--- config.mk ---
export PLATFORM = sky130hd
export DESIGN_NAME = hdlc_tx_ctrl
export DESIGN_NICKNAME = d
export VERILOG_FILES = /design/src/rtl/hdlc_tx_pkg.sv /design/src/rtl/hdlc_tx_hold.sv /design/src/rtl/hdlc_tx_patterns.sv /design/src/rtl/hdlc_tx_ctrl.sv
export SDC_FILE = /design/constraint.sdc
export NUM_CORES = 1
export LEC_CHECK = 0
export ABC_AREA = 1
export BUFFER_PORTS_ARGS = -buffer_cell sky130_fd_sc_hd__buf_2
export CAP_MARGIN = 20
export CORE_ASPECT_RATIO = 1.75
export CORE_MARGIN = 10
export CORE_UTILIZATION = 62
export DETAILED_ROUTE_END_ITERATION = 8
export PLACE_DENSITY = 0.86
export SLEW_MARGIN = 20
export SYNTH_ARGS = -nofsm -noshare
export SYNTH_HDL_FRONTEND = slang
export SYNTH_HIERARCHICAL = 1
export SYNTH_SLANG_ARGS = --single-unit
--- constraint.sdc ---
create_clock -name clk -period 5.25 [get_ports clk]
set_clock_uncertainty 0.05 [all_clocks]
set_input_delay 1.05 -clock clk [delete_from_list [all_inputs] [get_ports clk]]
set_output_delay 1.05 -clock clk [all_outputs]
set_load 0.05 [all_outputs]
--- src/rtl/hdlc_tx_pkg.sv ---
`timescale 1ns/1ps
package hdlc_tx_pkg;
    localparam int          DATA_W   = 8;
    localparam int          FCS_W    = 16;
    localparam int          RUN_LEN  = 5;
    localparam int          CNT_W    = $clog2(FCS_W + 1);
    localparam int          ONES_W   = $clog2(RUN_LEN + 1);
    localparam logic [DATA_W-1:0] FLAG_BYTE = 8'h7E;
    localparam logic [FCS_W-1:0]  CRC_POLY  = 16'h8408;
    localparam logic [FCS_W-1:0]  CRC_INIT  = 16'hFFFF;

    typedef enum logic [2:0] {
        ST_IDLE,
        ST_OPEN,
        ST_DATA,
        ST_FCS,
        ST_CLOSE,
        ST_FILL
    } tx_unit_e;

    typedef struct packed {
        tx_unit_e            state;
        logic [FCS_W-1:0]    sh;
        logic [CNT_W-1:0]    cnt;
        logic [ONES_W-1:0]   ones;
        logic [FCS_W-1:0]    crc;
        logic                txd;
        logic                abort;
        logic                pend;
        logic                underrun;
    } tx_regs_t;

    function automatic logic [FCS_W-1:0] crc_step(input logic [FCS_W-1:0] c, input logic b);
        logic fb;
        fb = c[0] ^ b;
        return (c >> 1) ^ (fb ? CRC_POLY : '0);
    endfunction
endpackage

--- src/rtl/hdlc_tx_hold.sv ---
`timescale 1ns/1ps
module hdlc_tx_hold #(
    parameter int W = 8
) (
    input  logic         clk,
    input  logic         rst_n,
    input  logic         wr,
    input  logic [W-1:0] wdata,
    input  logic         take,
    output logic [W-1:0] rdata,
    output logic         full
);
    typedef struct packed {
        logic         full;
        logic [W-1:0] data;
    } hold_t;

    hold_t hold_d, hold_q;

    always_comb begin
        hold_d = hold_q;
        if (take) hold_d.full = 1'b0;
        if (wr) begin
            hold_d.full = 1'b1;
            hold_d.data = wdata;
        end
    end

    always_ff @(posedge clk) begin
        if (!rst_n) hold_q <= '0;
        else        hold_q <= hold_d;
    end

    assign rdata = hold_q.data;
    assign full  = hold_q.full;

    AST_HOLD_SET:  assert property (@(posedge clk) disable iff (!rst_n) wr |=> full);
    AST_HOLD_TAKE: assert property (@(posedge clk) disable iff (!rst_n) (take && !wr) |=> !full);
endmodule

--- src/rtl/hdlc_tx_patterns.sv ---
`timescale 1ns/1ps
module hdlc_tx_patterns
    import hdlc_tx_pkg::*;
(
    input  logic [FCS_W-1:0] crc_q,
    input  logic             fill_zero,
    output logic [FCS_W-1:0] flag_pat,
    output logic [FCS_W-1:0] fill_pat,
    output logic [FCS_W-1:0] fcs_pat
);
    localparam int PAD_W = FCS_W - DATA_W;

    assign flag_pat = {{PAD_W{1'b0}}, FLAG_BYTE};
    assign fill_pat = {{PAD_W{1'b0}}, {DATA_W{~fill_zero}}};
    assign fcs_pat  = ~crc_q;
endmodule

--- src/rtl/hdlc_tx_ctrl.sv ---
`timescale 1ns/1ps
module hdlc_tx_ctrl
    import hdlc_tx_pkg::*;
(
    input  logic              clk,
    input  logic              rst_n,
    input  logic              bit_en,
    input  logic              data_wr,
    input  logic [DATA_W-1:0] data_in,
    output logic              buf_full,
    input  logic              abort_wr,
    input  logic              abort_wdata,
    output logic              abort_bit,
    input  logic              fill_zero,
    input  logic              aeof_en,
    input  logic              underrun_clr,
    output logic              underrun,
    output logic              txd
);
    tx_regs_t          d, q;
    tx_unit_e          nxt;
    logic              take;
    logic              abort_go;
    logic              tx_bit;
    logic [FCS_W-1:0]  sh_cur;
    logic [CNT_W-1:0]  cnt_cur;
    logic [DATA_W-1:0] hold_data;
    logic [FCS_W-1:0]  flag_pat, fill_pat, fcs_pat;

    hdlc_tx_hold #(.W(DATA_W)) u_hold (
        .clk   (clk),
        .rst_n (rst_n),
        .wr    (data_wr),
        .wdata (data_in),
        .take  (take),
        .rdata (hold_data),
        .full  (buf_full)
    );

    hdlc_tx_patterns u_pat (
        .crc_q     (q.crc),
        .fill_zero (fill_zero),
        .flag_pat  (flag_pat),
        .fill_pat  (fill_pat),
        .fcs_pat   (fcs_pat)
    );

    always_comb begin
        d        = q;
        take     = 1'b0;
        nxt      = q.state;
        sh_cur   = q.sh;
        cnt_cur  = q.cnt;
        tx_bit   = 1'b1;
        abort_go = q.abort | q.pend;

        if (abort_wr) begin
            d.abort = abort_wdata;
            if (abort_wdata) d.pend = 1'b1;
        end
        if (underrun_clr) d.underrun = 1'b0;

        if (bit_en) begin
            if (q.ones == ONES_W'(RUN_LEN)) begin
                // inserted zero; shifter holds still
                d.txd  = 1'b0;
                d.ones = '0;
            end else begin
                if (q.cnt == '0) begin
                    unique case (q.state)
                        ST_DATA: begin
                            if (abort_go)      nxt = ST_FILL;
                            else if (buf_full) nxt = ST_DATA;
                            else if (aeof_en)  nxt = ST_FCS;
                            else begin
                                nxt        = ST_FILL;
                                d.underrun = 1'b1;
                                d.abort    = 1'b1;
                            end
                        end
                        ST_FCS:  nxt = abort_go ? ST_FILL : ST_CLOSE;
                        ST_OPEN: nxt = abort_go ? ST_FILL : ST_DATA;
                        default: nxt = abort_go ? ST_FILL : (buf_full ? ST_OPEN : ST_IDLE);
                    endcase
                    d.state = nxt;
                    unique case (nxt)
                        ST_DATA: begin
                            sh_cur  = FCS_W'(hold_data);
                            cnt_cur = CNT_W'(DATA_W);
                            take    = 1'b1;
                        end
                        ST_FCS: begin
                            sh_cur  = fcs_pat;
                            cnt_cur = CNT_W'(FCS_W);
                        end
                        ST_FILL: begin
                            sh_cur  = fill_pat;
                            cnt_cur = CNT_W'(DATA_W);
                            d.pend  = abort_wr & abort_wdata;
                        end
                        ST_OPEN: begin
                            sh_cur  = flag_pat;
                            cnt_cur = CNT_W'(DATA_W);
                            d.crc   = CRC_INIT;
                        end
                        default: begin
                            sh_cur  = flag_pat;
                            cnt_cur = CNT_W'(DATA_W);
                        end
                    endcase
                end
                tx_bit = sh_cur[0];
                d.txd  = tx_bit;
                d.sh   = sh_cur >> 1;
                d.cnt  = cnt_cur - 1'b1;
                if (nxt == ST_DATA || nxt == ST_FCS)
                    d.ones = tx_bit ? ONES_W'(q.ones + 1'b1) : '0;
                else
                    d.ones = '0;
                if (nxt == ST_DATA) d.crc = crc_step(q.crc, tx_bit);
            end
        end
    end

    always_ff @(posedge clk) begin
        if (!rst_n) begin
            q          <= '0;
            q.state    <= ST_IDLE;
            q.crc      <= CRC_INIT;
            q.txd      <= 1'b1;
        end else begin
            q <= d;
        end
    end

    assign txd       = q.txd;
    assign abort_bit = q.abort;
    assign underrun  = q.underrun;

    AST_UNDERRUN_STICKY: assert property (@(posedge clk) disable iff (!rst_n)
        (underrun && !underrun_clr) |=> underrun);
    AST_ABORT_HELD:      assert property (@(posedge clk) disable iff (!rst_n)
        (abort_bit && !abort_wr) |=> abort_bit);
    AST_UNDERRUN_ABORTS: assert property (@(posedge clk) disable iff (!rst_n)
        $rose(underrun) |-> abort_bit);
    AST_ZERO_AFTER_RUN:  assert property (@(posedge clk) disable iff (!rst_n)
        (bit_en && q.ones == ONES_W'(RUN_LEN)) |=> !txd);
endmodule

[Word-level counts from Yosys, hierarchy flattened]
Cells that the tools add are included.
Cells by class
  add/subtract/negate cells: 2
  equal/unequal tests: 10
  mux-type cells: 51
  bitwise operators: 7
  reduce and logical (&&, ||, !) cells: 7
Operators by type and width (count)
  16-bit 2-to-1 mux: 7
  3-bit 2-to-1 mux: 17
  16-bit one-hot mux with 3 select lines: 1
  5-bit 2-to-1 mux: 4
  1-bit 2-to-1 mux: 19
  3-bit by 2-bit equality test with 1-bit output, second input constant: 6
  16-bit NOT: 1
  15-bit by 16-bit XOR with 16-bit output: 1
  9-bit 2-to-1 mux: 1
  3-bit one-hot mux with 3 select lines: 1
  3-bit by 1-bit equality test with 1-bit output, second input constant: 2
  3-bit equality test, second input constant: 2
  2-bit nonzero test: 3
  5-bit zero test: 1
  5-bit by 1-bit subtractor with 5-bit output, second input constant: 1
  4-bit AND reduction: 1
  3-bit by 1-bit adder with 3-bit output, second input constant: 1
  2-bit 2-to-1 mux: 1
  1-bit NOT: 2
  2-bit AND reduction: 1
  1-bit bitwise AND: 1
  1-bit logical OR: 1
  1-bit OR: 1
  1-bit XOR: 1
Word-level totals
  bits in registers: 55
  input port bits: 17
  output and inout port bits: 4
  logic and storage cells: 88

[Longest topological paths before layout]
  depth after elaboration: 16
  depth in mapped cells: 16
  gate-level depth less buffers: 16

[Cells and area by module]
The synthesis kept the hierarchy.
Modules (own cells, without submodules)
  hdlc_tx_ctrl: instances 1, cells an instance 343, area each 2532.4 um^2
  hdlc_tx_hold: instances 1, cells an instance 38, area each 304.0 um^2
  hdlc_tx_patterns: instances 1, cells an instance 50, area each 304.0 um^2

[Least setup slack after synthesis]
Ideal clock, no wire load.
  path type: in2reg
  start point: input aeof_en
  end point: register q[9] in the netlist's numbering
  arrival time: 2.179 ns
  required time: 5.074 ns
  path slack: 2.895 ns
  cell stages on the path: 12
  path buffers: 1
  cell sequence: inv_1 -> nand2_1 -> nand2_1 -> nand2_1 -> nand2_1 -> o21ai_1 -> nand3_2 -> inv_2 -> nand2_2 -> buf_6 -> o22ai_1 -> nand2_1
On the way
  cells in the longest elaborated chain, start to end: 13
  elaborated cells on any way between the ends: 16
  those cells by class: eq/ne (2); mux (11); reduce/logical (3)
RTL lines
  start: declaration: RTL line hdlc_tx_ctrl.sv:15  | input logic aeof_en,
  3-bit 2-to-1 mux (*): RTL line hdlc_tx_ctrl.sv:74  | else if (aeof_en) nxt = ST_FCS;
  3-bit 2-to-1 mux (*): RTL line hdlc_tx_ctrl.sv:73  | else if (buf_full) nxt = ST_DATA;
  3-bit 2-to-1 mux (*): RTL line hdlc_tx_ctrl.sv:72  | if (abort_go) nxt = ST_FILL;
  3-bit one-hot mux with 3 select lines (*): RTL line hdlc_tx_ctrl.sv:70  | unique case (q.state)
  3-bit 2-to-1 mux (*): RTL line hdlc_tx_ctrl.sv:69  | if (q.cnt == '0) begin
  3-bit 2-to-1 mux (*): RTL line hdlc_tx_ctrl.sv:64  | if (q.ones == ONES_W'(RUN_LEN)) begin
  3-bit 2-to-1 mux (*): RTL line hdlc_tx_ctrl.sv:63  | if (bit_en) begin
  3-bit 2-to-1 mux
  3-bit 2-to-1 mux: RTL line hdlc_tx_ctrl.sv:64
  3-bit 2-to-1 mux: RTL line hdlc_tx_ctrl.sv:63
  3-bit by 2-bit equality test with 1-bit output: RTL line hdlc_tx_ctrl.sv:120  | if (nxt == ST_DATA) d.crc = crc_step(q.crc, tx_bit);
  2-bit nonzero test (no source line)
  4-bit AND reduction (no source line)
  end: declaration: RTL line hdlc_tx_ctrl.sv:20  | tx_regs_t d, q;
Every way passes the cells marked *; elsewhere a longest branch is shown, timed or not. The select of a mux whose other input is x is not followed.
A chain may end at the register's enable or synchronous reset.

[Worst setup path in the final report]
  start point: register q[23] in the netlist's numbering
  end point: register q[7] in the netlist's numbering
On the way
  cells in the longest elaborated chain, start to end: 8
  elaborated cells on any way between the ends: 15
  those cells by class: eq/ne (1); mux (8); bitwise (2); reduce/logical (4)
RTL lines
  5-bit zero test (*): RTL line hdlc_tx_ctrl.sv:69
  16-bit 2-to-1 mux: RTL line hdlc_tx_ctrl.sv:69
  16-bit 2-to-1 mux: RTL line hdlc_tx_ctrl.sv:64
  16-bit 2-to-1 mux: RTL line hdlc_tx_ctrl.sv:63
  1-bit XOR: RTL line hdlc_tx_pkg.sv:35  | fb = c[0] ^ b;
  16-bit 2-to-1 mux: RTL line hdlc_tx_pkg.sv:36  | return (c >> 1) ^ (fb ? CRC_POLY : '0);
  15-bit by 16-bit XOR with 16-bit output: RTL line hdlc_tx_pkg.sv:36
  16-bit 2-to-1 mux: RTL line hdlc_tx_ctrl.sv:120
Marked as above.

==> impl_metrics.py <==
metrics = {
    "power_and_ir_drop": {
        "sw_frac_of_total_pct": 34.87,
        "fin_total_pwr_mw": 0.9795,
        "share_comb_of_total_power_pct": 27.1,
        "peakVddDrop_v": 0.0002502,
        "power_switching_mw": 0.3416,
        "pwr_cell_area_nw_per_um2": 308.8,
        "clockPowerShare_pct": 25.3,
        "cellLeakagePower_nw": 1.459,
        "share_seq_of_total_power_pct": 47.6,
        "p_int_mw": 0.6379,
    },
    "floorplan": {
        "initial_core_utilization_pct": 63.64,
        "chipWidth_um": 73.80,
        "io-pin-count": 21,
        "die-height_um": 114.2,
        "core.rowCount": 34,
        "core_region_area_um2": 4935,
        "die_area_um2": 8424,
    },
    "drt": {
        "wl_met2_um": 3352,
        "dr.first_iter.drc_count": 200,
        "wl_per_cell_um": 13.28,
        "num_vias": 2658,
        "finalWirelength_um": 6481,
        "antenna_left": 0,
        "detailroute.wirelength.met3_um": 278,
        "route.detailed.vias_per_inst": 5.447,
        "wl_met1_um": 2582,
        "topRoutingLayerUsed": "met4",
        "drtPass1Iterations": 4,
        "number_of_remaining_drc_errors": 0,
    },
    "yosys": {
        "synthesis.instances": 431,
        "synth.most_common_cell": "sky130_fd_sc_hd__nand2_1",
        "synth.ff_latch_count": 55,
        "post_synth_fa_ha_maj_area_fraction_pct": 1.594,
        "synth-seq-area-share_pct": 35.06,
        "synthFlopType": "sky130_fd_sc_hd__dfxtp_1",
        "synth-edff-count": 0,
        "synth.area.mux_share_pct": 0.3187,
        "post_synth_most_frequent_cells": "sky130_fd_sc_hd__nand2_1, sky130_fd_sc_hd__dfxtp_1, sky130_fd_sc_hd__a21oi_1",
        "synthTopCellsByArea": "sky130_fd_sc_hd__dfxtp_1, sky130_fd_sc_hd__nand2_1, sky130_fd_sc_hd__a21oi_1",
        "parity_gate_share_of_the_synthesized_area_counting_xor_and_xnor_cells_pct": 0.5578,
        "netlist.area_leader.share_pct": 35.06,
        "synth.lib_cells_used.distinct": 41,
        "synth_simple_gate_area_share_pct": 24.06,
        "synth_area_leader_cell": "sky130_fd_sc_hd__dfxtp_1",
        "synth.avg_cell_area_um2": 7.287,
        "async_reset_ff_share_pct": 0,
        "syn-cell-area_um2": 3141,
        "synth_top_family_by_area": "simple AND/OR/NAND/NOR gates",
        "synthesized_area_fraction_occupied_by_ao_oa_aoi_and_oai_cells_pct": 22.43,
        "synth-warning-count": 6,
    },
    "global_route": {
        "grt_remaining_overflow": 0,
        "antenna_found_initial": 0,
        "grtUsageTotal_pct": 16.15,
        "grt_pass1_vias": 2632,
        "maximum_number_of_pins_on_one_net_before_global_route_repair": 42,
        "grt_first_pass_wirelength_um": 11230,
    },
    "finish": {
        "nNetsFinal": 454,
        "share_of_final_layout_standard_cells_stronger_than_drive_strength_1_pct": 14.75,
        "insertedDiodeCount": 0,
        "synthToLayoutAreaGrowth_pct": 0.9960,
        "layout.filler_cells": 456,
    },
    "setup_path": {
        "worst_setup_path_startpoint": "q[23]",
        "worst-path-max-fanout": 25,
        "worst-setup-path-type": "flip-flop to flip-flop",
        "worst-endpoint-arrival_ns": 3.01,
        "worstSetupEndpointType": "flip-flop",
        "crit_path_start_kind": "flip-flop",
        "worst_r2r_startpoint": "q[23]",
        "data_required_time_at_the_worst_endpoint_ns": 5.41,
    },
    "cts": {
        "post_cts_resized": 0,
        "max-clock-path-buffers": 2,
        "clock_tree_from_tritoncts": "built",
        "cts_buffers": 5,
        "cts_setup_buffers": 0,
        "clock-sinks": 55,
        "cts.root.buffer_cell": "sky130_fd_sc_hd__clkbuf_8",
        "worst_skew_pair.late_latency_ns": 0.31,
        "cts-hold-fix-buffers": 0,
        "htreeDepth": 2,
        "clk_pin_slew_worst_paths_ns": 0.10,
    },
    "timing": {
        "tightestPinTransition_ns": 0.6806,
        "achievable-frequency_mhz": 351.8,
        "layout_min_cycle_time_ns": 2.842,
        "hold_vio_cnt_final": 0,
        "setup-violations-final": 0,
        "slew_headroom_pct": 54.51,
        "setup_tns_ns": 0,
        "unrepaired_setup_endpoints_after_global_routing": "no",
        "layout_worst_path_cycle_share_pct": 54.14,
        "timing.final.max_slew_violations": 0,
    },
    "placed_design": {
        "io_buffer_count": 20,
        "gp_congestion": 0.8722,
        "dp_hpwl_um": 4827,
    },
    "flow_run": {
        "count_of_maximum_capacitance_violations": 0,
    },
    "min_path": {
        "hp-start": "underrun",
        "worstHoldPathType": "flip-flop to flip-flop",
    },
    "run_status": {
        "outcome": "finished, final reports clean",
    },
}
per-stage QoR:
step | util, % | hold WS, ns | instances | setup WS (ns) | instance area (um^2)
CTS | 64.27 | 0.4232 | 488 | 2.428 | 3172
global route | 64.27 | 0.4524 | 488 | 2.079 | 3172
detailed placement | 62.27 | 0.4095 | 480 | 2.310 | 3073
finish | 64.27 | 0.4206 | 488 | 2.408 | 3172
global placement | 62.27 | 0.3993 | 480 | 2.357 | 3073
floorplan | - | 0.3954 | 453 | 2.895 | 3223
path summary, 6_finish.rpt:
path,to,slack [ns],cells past startpoint
worst min register to register,underrun,0.42,2
worst min-delay path,underrun,0.42,2
worst max register to register,q[7],2.41,11
worst max-delay path,q[7],2.41,11
cells in the final DEF, fill, tap and decap left out, drive strengths merged, types with 2 or more instances in the layout:
cell	synthesis	layout
buf	38	20
nand2	85	85
nand4	5	5
nor3	5	5
dfxtp	55	55
a22oi	4	4
inv	47	47
a211oi	2	2
o211ai	6	6
o21a	2	2
clkbuf	9	6
a31oi	3	3
o22ai	15	15
nand3	22	22
o21ai	34	34
ha	4	4
nor2	33	33
a21oi	54	54
conb	2	24
power groups by stage:
stage / Clock (mW) / Sequential, mW / Combinational, mW
after floorplan: 0 / 0.477 / 0.228
after global placement: 0 / 0.474 / 0.258
after detailed placement: 0 / 0.475 / 0.263
after CTS: 0.253 / 0.466 / 0.264
after global routing: 0.275 / 0.469 / 0.296
final: 0.248 / 0.466 / 0.266
metal layers:
layer	vias up	track usage, %
met3	24	3.733
met4	0	9.613
li1	1382	-
met2	67	27.45
met5	-	0
met1	1185	17.29
registers in the layout, summed over array words and instances (netlist names):
register,flops
underrun,1
q,43
u_hold/full,1
txd,1
u_hold/rdata,8
abort_bit,1
layout make-up:
class,instances,area (um^2),area share [%]
flip-flops and latches,55,1101,34.71
inverters,47,176.4,5.562
repair buffers,20,100.1,3.156
clock buffers,6,82.58,2.604
well taps,54,67.56,2.130
clock inverters,2,16.27,0.5128
multi-input cells,304,1628,51.32
worst max-delay path: stages (launching register included):
cell	delay, ns
sky130_fd_sc_hd__dfxtp_1	0.35
sky130_fd_sc_hd__inv_1	0.09
sky130_fd_sc_hd__ha_1	0.15
sky130_fd_sc_hd__nand2_1	0.08
sky130_fd_sc_hd__nor3_4	0.48
sky130_fd_sc_hd__inv_2	0.36
sky130_fd_sc_hd__o21ai_1	0.29
sky130_fd_sc_hd__nand3_2	0.16
sky130_fd_sc_hd__a21oi_4	0.40
sky130_fd_sc_hd__inv_1	0.12
sky130_fd_sc_hd__a21oi_1	0.14
sky130_fd_sc_hd__nand2_1	0.07
cells by family after synthesis:
group	after synthesis
XOR/XNOR	2
AND/OR/NAND/NOR	152
buffers and inverters	94
adder cells (fa/ha/maj)	4
other	2
multiplexers	1
flip-flops	55
AO/OA/AOI/OAI	121
Power figures use the tool's default switching activity.
